===== src/rtl/flash_cmd_pkg.sv =====
package flash_cmd_pkg;
  typedef enum logic [2:0] {
    M_READ      = 3'd0,
    M_AUTOSEL   = 3'd1,
    M_PROG      = 3'd2,
    M_ERASE     = 3'd3,
    M_SUSP      = 3'd4,
    M_SUSP_PROG = 3'd5,
    M_ERROR     = 3'd6
  } mode_e;

  typedef enum logic [2:0] {
    ST_IDLE, ST_U1, ST_U2, ST_PGM, ST_E1, ST_E2, ST_E3
  } step_e;

  localparam int UNLK_W = 11;
  localparam logic [UNLK_W-1:0] A_KEY1 = 11'h555;
  localparam logic [UNLK_W-1:0] A_KEY2 = 11'h2AA;
  localparam logic [7:0] D_KEY1    = 8'hAA;
  localparam logic [7:0] D_KEY2    = 8'h55;
  localparam logic [7:0] C_PROGRAM = 8'hA0;
  localparam logic [7:0] C_ERSETUP = 8'h80;
  localparam logic [7:0] C_IDENT   = 8'h90;
  localparam logic [7:0] C_RESET   = 8'hF0;
  localparam logic [7:0] C_CHIP    = 8'h10;
  localparam logic [7:0] C_SECTOR  = 8'h30;
  localparam logic [7:0] C_SUSPEND = 8'hB0;
  localparam logic [7:0] C_RESUME  = 8'h30;
endpackage


===== src/rtl/fcs_seq_decode.sv =====
module fcs_seq_decode
  import flash_cmd_pkg::*;
(
  input  logic              clk,
  input  logic              rst_n,
  input  logic              wr_valid,
  input  logic [UNLK_W-1:0] wr_addr_lo,
  input  logic [7:0]        wr_data,
  input  mode_e             mode,
  output logic              ev_reset,
  output logic              ev_ident,
  output logic              ev_prog,
  output logic              ev_chip,
  output logic              ev_sector,
  output logic              ev_suspend,
  output logic              ev_resume
);
  step_e step_q, step_d;
  logic  at_k1, at_k2, in_read, seq_en;

  assign at_k1   = (wr_addr_lo == A_KEY1);
  assign at_k2   = (wr_addr_lo == A_KEY2);
  assign in_read = (mode == M_READ);
  assign seq_en  = (mode == M_READ) || (mode == M_SUSP);

  always_comb begin
    step_d     = step_q;
    ev_reset   = 1'b0;
    ev_ident   = 1'b0;
    ev_prog    = 1'b0;
    ev_chip    = 1'b0;
    ev_sector  = 1'b0;
    ev_suspend = 1'b0;
    ev_resume  = 1'b0;
    if (wr_valid) begin
      unique case (mode)
        M_AUTOSEL, M_ERROR: ev_reset = (wr_data == C_RESET);
        M_ERASE:            ev_suspend = (wr_data == C_SUSPEND);
        M_READ, M_SUSP: begin
          step_d = ST_IDLE;
          if (step_q == ST_PGM) ev_prog = 1'b1;
          else if (in_read && wr_data == C_RESET) ev_reset = 1'b1;
          else begin
            unique case (step_q)
              ST_IDLE: begin
                if (at_k1 && wr_data == D_KEY1) step_d = ST_U1;
                else if (!in_read && wr_data == C_RESUME) ev_resume = 1'b1;
              end
              ST_U1: if (at_k2 && wr_data == D_KEY2) step_d = ST_U2;
              ST_U2: if (at_k1) begin
                if (wr_data == C_PROGRAM) step_d = ST_PGM;
                else if (in_read && wr_data == C_ERSETUP) step_d = ST_E1;
                else if (in_read && wr_data == C_IDENT) ev_ident = 1'b1;
              end
              ST_E1: if (at_k1 && wr_data == D_KEY1) step_d = ST_E2;
              ST_E2: if (at_k2 && wr_data == D_KEY2) step_d = ST_E3;
              ST_E3: begin
                if (at_k1 && wr_data == C_CHIP) ev_chip = 1'b1;
                else if (wr_data == C_SECTOR) ev_sector = 1'b1;
              end
              default: ;
            endcase
          end
        end
        default: ;
      endcase
    end
    if (!seq_en) step_d = ST_IDLE;
  end

  always_ff @(posedge clk) begin
    if (!rst_n) step_q <= ST_IDLE;
    else        step_q <= step_d;
  end

  // at most one command event per write
  p_one_event_r3: assert property (@(posedge clk) disable iff (!rst_n)
    $onehot0({ev_reset, ev_ident, ev_prog, ev_chip, ev_sector, ev_suspend, ev_resume}));

  // erase sequences only complete from read-array
  p_erase_from_read_r5: assert property (@(posedge clk) disable iff (!rst_n)
    (ev_chip || ev_sector) |-> (mode == M_READ));
endmodule


===== src/rtl/fcs_sector_mask.sv =====
module fcs_sector_mask
  import flash_cmd_pkg::*;
#(
  parameter int NSECT  = 8,
  localparam int SECT_W = $clog2(NSECT)
)(
  input  logic              clk,
  input  logic              rst_n,
  input  logic              set_chip,
  input  logic              set_sector,
  input  logic              clear,
  input  logic [SECT_W-1:0] wr_sect,
  input  logic [SECT_W-1:0] rd_sect,
  input  mode_e             mode,
  output logic [NSECT-1:0]  mask,
  output logic              rd_status_sel
);
  for (genvar g = 0; g < NSECT; g++) begin : g_bit
    always_ff @(posedge clk) begin
      if (!rst_n || clear)                                   mask[g] <= 1'b0;
      else if (set_chip)                                     mask[g] <= 1'b1;
      else if (set_sector && wr_sect == SECT_W'(g))          mask[g] <= 1'b1;
    end
  end

  always_comb begin
    unique case (mode)
      M_PROG, M_ERASE, M_SUSP_PROG, M_ERROR: rd_status_sel = 1'b1;
      M_SUSP:                                rd_status_sel = mask[rd_sect];
      default:                               rd_status_sel = 1'b0;
    endcase
  end

  // no sector stays marked in read-array
  p_mask_clear_in_read_r7: assert property (@(posedge clk) disable iff (!rst_n)
    (mode == M_READ) |-> (mask == '0));

  // a single sector erase marks exactly one sector
  p_sector_onehot_r6: assert property (@(posedge clk) disable iff (!rst_n)
    (set_sector && mask == '0) |=> ($countones(mask) == 1));
endmodule


===== src/rtl/flash_cmd_fsm.sv =====
module flash_cmd_fsm
  import flash_cmd_pkg::*;
#(
  parameter int ADDR_W = 12,
  parameter int NSECT  = 8
)(
  input  logic              clk,
  input  logic              rst_n,
  input  logic              wr_valid,
  input  logic [ADDR_W-1:0] wr_addr,
  input  logic [7:0]        wr_data,
  input  logic [ADDR_W-1:0] rd_addr,
  input  logic              algo_done,
  input  logic              algo_fail,
  output logic [2:0]        mode,
  output logic              prog_start,
  output logic              erase_start,
  output logic [NSECT-1:0]  erase_mask,
  output logic              rd_status_sel
);
  localparam int SECT_W = $clog2(NSECT);

  mode_e mode_q, mode_d;
  logic ev_reset, ev_ident, ev_prog, ev_chip, ev_sector, ev_suspend, ev_resume;
  logic clr_mask;

  fcs_seq_decode u_dec (
    .clk        (clk),
    .rst_n      (rst_n),
    .wr_valid   (wr_valid),
    .wr_addr_lo (wr_addr[UNLK_W-1:0]),
    .wr_data    (wr_data),
    .mode       (mode_q),
    .ev_reset   (ev_reset),
    .ev_ident   (ev_ident),
    .ev_prog    (ev_prog),
    .ev_chip    (ev_chip),
    .ev_sector  (ev_sector),
    .ev_suspend (ev_suspend),
    .ev_resume  (ev_resume)
  );

  assign clr_mask = (mode_q == M_ERASE && algo_done && !algo_fail) ||
                    (mode_q == M_ERROR && ev_reset);

  fcs_sector_mask #(.NSECT(NSECT)) u_mask (
    .clk           (clk),
    .rst_n         (rst_n),
    .set_chip      (ev_chip),
    .set_sector    (ev_sector),
    .clear         (clr_mask),
    .wr_sect       (wr_addr[ADDR_W-1 -: SECT_W]),
    .rd_sect       (rd_addr[ADDR_W-1 -: SECT_W]),
    .mode          (mode_q),
    .mask          (erase_mask),
    .rd_status_sel (rd_status_sel)
  );

  always_comb begin
    mode_d = mode_q;
    unique case (mode_q)
      M_READ: begin
        if (ev_ident)                  mode_d = M_AUTOSEL;
        else if (ev_prog)              mode_d = M_PROG;
        else if (ev_chip || ev_sector) mode_d = M_ERASE;
      end
      M_AUTOSEL, M_ERROR: if (ev_reset) mode_d = M_READ;
      M_PROG: begin
        if (algo_fail)      mode_d = M_ERROR;
        else if (algo_done) mode_d = M_READ;
      end
      M_ERASE: begin
        if (algo_fail)       mode_d = M_ERROR;
        else if (algo_done)  mode_d = M_READ;
        else if (ev_suspend) mode_d = M_SUSP;
      end
      M_SUSP: begin
        if (ev_resume)    mode_d = M_ERASE;
        else if (ev_prog) mode_d = M_SUSP_PROG;
      end
      M_SUSP_PROG: begin
        if (algo_fail)      mode_d = M_ERROR;
        else if (algo_done) mode_d = M_SUSP;
      end
      default: mode_d = M_READ;
    endcase
  end

  always_ff @(posedge clk) begin
    if (!rst_n) begin
      mode_q      <= M_READ;
      prog_start  <= 1'b0;
      erase_start <= 1'b0;
    end else begin
      mode_q      <= mode_d;
      prog_start  <= ev_prog;
      erase_start <= ev_chip | ev_sector;
    end
  end

  assign mode = mode_q;

  // start pulses never coincide and land in a busy mode
  p_start_excl_r2: assert property (@(posedge clk) disable iff (!rst_n)
    !(prog_start && erase_start));
  p_prog_start_mode_r2: assert property (@(posedge clk) disable iff (!rst_n)
    prog_start |-> (mode == 3'd2 || mode == 3'd5));

  // error persists until a reset command
  p_error_hold_r8: assert property (@(posedge clk) disable iff (!rst_n)
    (mode == 3'd6 && !(wr_valid && wr_data == C_RESET)) |=> (mode == 3'd6));

  // identification persists until a reset command
  p_ident_hold_r9: assert property (@(posedge clk) disable iff (!rst_n)
    (mode == 3'd1 && !(wr_valid && wr_data == C_RESET)) |=> (mode == 3'd1));

  // a clean completion of a program returns to read-array
  p_prog_done_r7: assert property (@(posedge clk) disable iff (!rst_n)
    (mode == 3'd2 && algo_done && !algo_fail) |=> (mode == 3'd0));

  // suspend command during erase enters suspend
  p_suspend_r10: assert property (@(posedge clk) disable iff (!rst_n)
    (mode == 3'd3 && wr_valid && wr_data == C_SUSPEND && !algo_done && !algo_fail)
      |=> (mode == 3'd4));
endmodule


===== config.mk =====
export PLATFORM = sky130hd
export DESIGN_NAME = flash_cmd_fsm
export DESIGN_NICKNAME = d
export VERILOG_FILES = /design/src/rtl/flash_cmd_pkg.sv /design/src/rtl/fcs_seq_decode.sv /design/src/rtl/fcs_sector_mask.sv /design/src/rtl/flash_cmd_fsm.sv
export SDC_FILE = /design/constraint.sdc
export NUM_CORES = 1
export LEC_CHECK = 0
export BUFFER_PORTS_ARGS = -buffer_cell sky130_fd_sc_hd__buf_2
export CAP_MARGIN = 20
export CORE_AREA = 4 4 62 64
export CTS_BUF_LIST = sky130_fd_sc_hd__clkbuf_16
export CTS_CLUSTER_SIZE = 30
export DETAILED_ROUTE_END_ITERATION = 7
export DIE_AREA = 0 0 66 68
export PLACE_DENSITY = 0.76
export SLEW_MARGIN = 40
export SYNTH_ARGS = -nofsm -noshare
export SYNTH_HDL_FRONTEND = slang
export SYNTH_HIERARCHICAL = 1
export SYNTH_SLANG_ARGS = --single-unit

===== constraint.sdc =====
create_clock -name clk -period 6.9 [get_ports clk]
set_clock_uncertainty 0.1 [all_clocks]
set_input_delay 0.345 -clock clk [delete_from_list [all_inputs] [get_ports clk]]
set_output_delay 0.345 -clock clk [all_outputs]
set_load 0.01 [all_outputs]

* Word-level counts from Yosys, hierarchy flattened
Index checks and enable logic that the tools add are counted. Widths: inputs -> output; s select.
Word-level totals: bits in registers 16, input bits 37, output and inout port bits 14, word-level logic and storage cells 173
Cells by class: $lt $le $gt $ge 1, equal/unequal tests 36, mux-type cells 81, bitwise operators 1, reductions and logical operators 42
Operators by type and width (count):
- $mux 3 | 20
- $mux 1 | 55
- $eq 8x8->1 const B | 6
- $eq 3x3->1 const B | 10
- $eq 3x2->1 const B | 6
- $logic_and 1x1->1 | 18
- $pmux 3 s6 | 1
- $reduce_bool 2->1 | 8
- $pmux 3 s5 | 1
- $eq 11x10->1 const B | 1
- $eq 11x11->1 const B | 1
- $eq 3x1->1 const B | 3
- $logic_not 3->1 | 3
- $ne 3x3->1 const B | 3
- $eq 8x5->1 const B | 1
- $eq 8x6->1 const B | 1
- $eq 8x7->1 const B | 1
- $ne 4x4->1 const B | 2
- $reduce_and 6->1 | 1
- $logic_or 1x1->1 | 4
- $lt 3x4->1 const B | 1
- $pmux 1 s2 | 2
- $reduce_and 2->1 | 2
- $reduce_or 2->1 | 2
- 6 further kinds | 8

* Logic depth before layout (Yosys ltp)
word-level depth 13, gate-level depth with buffers 10, gate-level depth less buffers 9

* Hierarchy
Netlist, hierarchy kept.
By module, submodules not included:
- fcs_seq_decode | instances 1, cells an instance 66, area each 480.5 sq um, sequential area each 60.1 sq um
- flash_cmd_fsm | instances 1, cells an instance 49, area each 390.4 sq um, sequential area each 100.1 sq um
- fcs_sector_mask | instances 1, cells an instance 42, area each 387.9 sq um, sequential area each 160.2 sq um

* Worst setup path after synthesis
Ideal clock, no wire load.
path kind register -> register, start point register mode_q[1], in the netlist mode[1], end point register mode_q[0], in the netlist mode[0], setup time 65 ps, arrival time 2293 ps, data required time 6735 ps, path slack 4442 ps, stages on the path, launching flop included 10, path buffers 0, clock period less this slack 2458 ps, path through dfxtp_1 > nor2_1 > and2_1 > or4b_4 > nor2_1 > nor2_1 > o21a_1 > a2111oi_0 > a211oi_1 > nor2b_1
Between the ends: elaborated cells on any way between the ends 58
RTL lines:
- start: declaration | line flash_cmd_fsm.sv:23 | mode_e mode_q, mode_d;
- start signal: assignment | line flash_cmd_fsm.sv:95 | mode_q <= mode_d;
- $logic_not 3->1 | line fcs_seq_decode.sv:23, fcs_seq_decode.sv:36
- $logic_and 1x1->1 | line fcs_seq_decode.sv:42 | else if (in_read && wr_data == C_RESET) ev_reset = 1'b1;
- $mux 1 | line fcs_seq_decode.sv:42
- $mux 1 | line fcs_seq_decode.sv:41 | if (step_q == ST_PGM) ev_prog = 1'b1;
- $mux 1 (*) | line fcs_seq_decode.sv:36 | unique case (mode)
- $mux 1 (*) | line fcs_seq_decode.sv:35 | if (wr_valid) begin
- named net ev_sector | line flash_cmd_fsm.sv:24 | logic ev_reset, ev_ident, ev_prog, ev_chip, ev_sector, ev_suspend, ev_resume;
- $logic_or 1x1->1 (*) | line flash_cmd_fsm.sv:65 | else if (ev_chip || ev_sector) mode_d = M_ERASE;
- $ne 4x4->1 (no line) (*)
- $reduce_and 6->1 (no line) (*)
Mark *: on every way through the listed nets, which the timed path passes. The rest lies on a longest branch. A chain may end at the register's enable or synchronous reset.

* Worst setup path in the final report
start point register mode_q[0], in the netlist mode[0], end point register mode_q[0], in the netlist mode[0]
Same word-level chain as after synthesis.

==> key figures <==
Status
  – Run status: finished clean

Power
  – Pwr per Cell Area: 143 nW/um^2
  – Total chip power: 0.225 mW
  – Worst vdd ir: 0.0789 mV
  – LEAKAGE: 0.591 nW

Yosys
  – Post-Syn Area: 1260 sq um
  – Post-synth ARST share: 0%
  – Mapped Cells: 157
  – Ys flop type: dfxtp_1
  – Yosys Warn Count: 6
  – Flops & latches, synth: 16
  – Synth unique cells: 51
  – Sequential fraction of the synthesis area: 25.4%
  – Syn avg cell area: 8.02 sq um
  – Syn Nets: 194
  – Number of flops mapped to enable cells by yosys: 0

Detailed routing
  – Wire per inst: 13.0 um
  – Routed WL: 3150 um
  – Iteration-0 DRC Markers: 65
  – Via/cell ratio: 5.44
  – Post-route ant nets: 0
  – Drc violations: 0
  – Initial DRT Pass Iterations: 4
  – Routed via count: 1,323

STA
  – Slew @ Worst Pin: 0.690 ns
  – Setup-failing EPs final: 0
  – TNS Setup: 0 ns
  – Tcrit/Tclk final: 41.2%
  – Final min period: 2.84 ns
  – Maximum clock frequency: 352 MHz
  – Final Hold Viols: 0
  – Slew Limit Fails: 0
  – Slew margin rel.: 54.0%
  – RSZ-0062 raised after global routing: no

Die
  – Top-Level Pins: 51
  – Die Ht: 68 um
  – Starting density of the core: 38.3%
  – Core box area: 3280 sq um
  – Die W: 66 um
  – Row count: 21
  – Die area: 4490 sq um

Clock tree
  – CTS tree: yes
  – # resized after CTS: 0
  – Clock latency on the worst-skew pair: 0.24 ns
  – H-tree depth reported by CTS: 1
  – CTS Hold Bufs: 0
  – Total CTS buffers: 3
  – Clk root buf: clkbuf_16
  – Post-CTS setup buffer count: 0
  – Longest Clk Path Bufs: 2
  – CTS sink count: 16
  – CTS clk-pin slew, worst paths: 0.05 ns

Worst setup path
  – Worst path required time: 6.98 ns
  – Max stage delay on crit path: 0.52 ns
  – Critical Path AT: 2.92 ns
  – Top Family by Delay on Critical Path: simple AND/OR/NAND/NOR gates
  – Setup crit start kind: flip-flop
  – Reg2reg path depth: 9
  – R2r endpoint: mode[0]$_SDFFE_PN0P_
  – Critical Path Sink Type: flip-flop
  – Reg2Reg Setup Slack: 4.06 ns
  – Crit-path cells: nor2_1, and2_1, or4b_4, nor2_1, nor2_1, o21a_1, a2111oi_0, a211oi_1, nor2b_1
  – Critical Path Fanout Max: 23
  – CP bufs+invs: 0
  – Most frequent CP cell: nor2_1
  – Crit Path Category: flip-flop to flip-flop
  – FF-to-FF Start: mode[0]$_SDFFE_PN0P_
  – Slowest cell on crit path: dfxtp_1

Flow run
  – Max-cap viol count: 0

Global route
  – First-pass GRT wire length: 5120 um
  – Total grt overflow: 0
  – Number of antenna violations at the first check in global routing: 0
  – Largest net degree at the start of global routing: 24
  – Vias in the first global route: 1,221
  – Overall global routing resource usage: 14.1%

Cells and area
  – Layout area overhead: 25.0%
  – Layout cells sized above 1: 29.9%
  – Most frequent cells in the layout: 41 x buf_2, 22 x nor2_1, 16 x dfxtp_1, 12 x nand2_1, 10 x o21ai_0
  – Most common cell after layout, fill and taps aside: buf_2
  – Filler Cell Count: 334
  – Nets: 235
  – Antenna Cells: 0

Hold path
  – HP Start: wr_addr[9]
  – Hold crit path type: input port to flip-flop
  – Hold path depth: 3
  – Worst hold endpoint: u_mask/mask[7]$_SDFFE_PP0P_

Placed design
  – Port Buffers: 41
  – DP HPWL: 2490 um
  – GPL Wtd Cong: 0.877
[per-stage QoR]
step / hold WS, ns / instance area, sq um / utilization [%] / setup slack, ns / cells
after floorplan: 0.372 / 1260 / - / 4.44 / 157
after global placement: 0.387 / 1490 / 45.5 / 3.98 / 239
after detailed placement: 0.393 / 1490 / 45.5 / 4.03 / 239
after CTS: 0.314 / 1570 / 47.9 / 4.08 / 243
after global routing: 0.334 / 1570 / 47.9 / 3.87 / 243
final: 0.324 / 1570 / 47.9 / 4.06 / 243
[how the worst max path moves through the flow]
stage	start	endpoint	slack (ns)	depth (start not counted)
after floorplan	mode[1]$_SDFFE_PN0P_	mode[0]$_SDFFE_PN0P_	4.44	9
after CTS	mode[0]$_SDFFE_PN0P_	mode[0]$_SDFFE_PN0P_	4.08	9
after detailed placement	wr_data[1]	mode[0]$_SDFFE_PN0P_	4.03	10
final	mode[0]$_SDFFE_PN0P_	mode[0]$_SDFFE_PN0P_	4.06	9
after global placement	wr_addr[7]	mode[0]$_SDFFE_PN0P_	3.98	11
after global routing	mode[0]$_SDFFE_PN0P_	mode[0]$_SDFFE_PN0P_	3.87	9
[cell usage after synthesis (2+ instances only)]
cell	count	area [sq um]
nand3b_1	4	30.0
nor2_1	22	82.6
mux2i_1	4	40.0
nand4b_1	3	26.3
nor2b_1	8	50.1
a211oi_1	4	30.0
o21ai_1	2	10.0
nand3_1	5	25.0
nand4bb_1	3	33.8
or3_1	3	18.8
or4bb_1	2	22.5
clkbuf_1	2	7.51
a21boi_2	2	22.5
and2_1	2	12.5
dfxtp_1	16	320
nor4_1	5	31.3
o21ai_0	10	50.1
nor3_1	2	10.0
a21oi_1	2	10.0
nand2_1	12	45.0
nor4b_1	4	35.0
and3_1	2	12.5
nand2b_1	3	18.8
a311oi_1	4	35.0
nand4_1	4	25.0
inv_1	2	7.51
[layer usage]
layer / vias up / global-route usage (%) / share of wire [%]
met5: - / 0 / 0
met4: 0 / 1.78 / 0
met3: 0 / 3.12 / 5.6
met2: 34 / 24.4 / 48
met1: 610 / 18.4 / 46
li1: 679 / - / -
[power breakdown]
part / internal, mW / switching (mW) / total (mW)
clock: 0.0766 / 0.0336 / 0.110
combinational: 0.0104 / 0.0117 / 0.0221
sequential: 0.0926 / 0.0000000166 / 0.0926
total: 0.180 / 0.0453 / 0.225
[worst reg2reg max path, cell delays in order (launching register included)]
cell       delay [ns]
dfxtp_1          0.52
nor2_1           0.27
and2_1           0.16
or4b_4           0.47
nor2_1           0.31
nor2_1           0.14
o21a_1           0.18
a2111oi_0        0.42
a211oi_1         0.08
nor2b_1          0.13
[logic make-up after synthesis]
| logic type | after synthesis | synth area share (%) |
|---|---|---|
| buffers and inverters | 8 | 3.38 |
| AND/OR/NAND/NOR | 91 | 44.4 |
| flip-flops | 16 | 25.4 |
| AO/OA/AOI/OAI | 36 | 20.9 |
| multiplexers | 6 | 5.86 |
[layout make-up]
cell class	instances	area, sq um	area share, %
Clock buffer	3	75.1	4.77
Clock inverter	1	3.75	0.239
Inverter	2	7.51	0.477
Multi-Input combinational cell	133	896	57.0
Sequential cell	16	320	20.4
Tap cell	46	57.6	3.66
Timing Repair Buffer	42	213	13.5
[registers in the layout, summed over array words and instances, names as in the netlist]
register      flops
u_mask/mask       8
u_dec/step_q      3
prog_start        1
mode              3
erase_start       1
No activity file was read; power rests on OpenSTA's default activity.
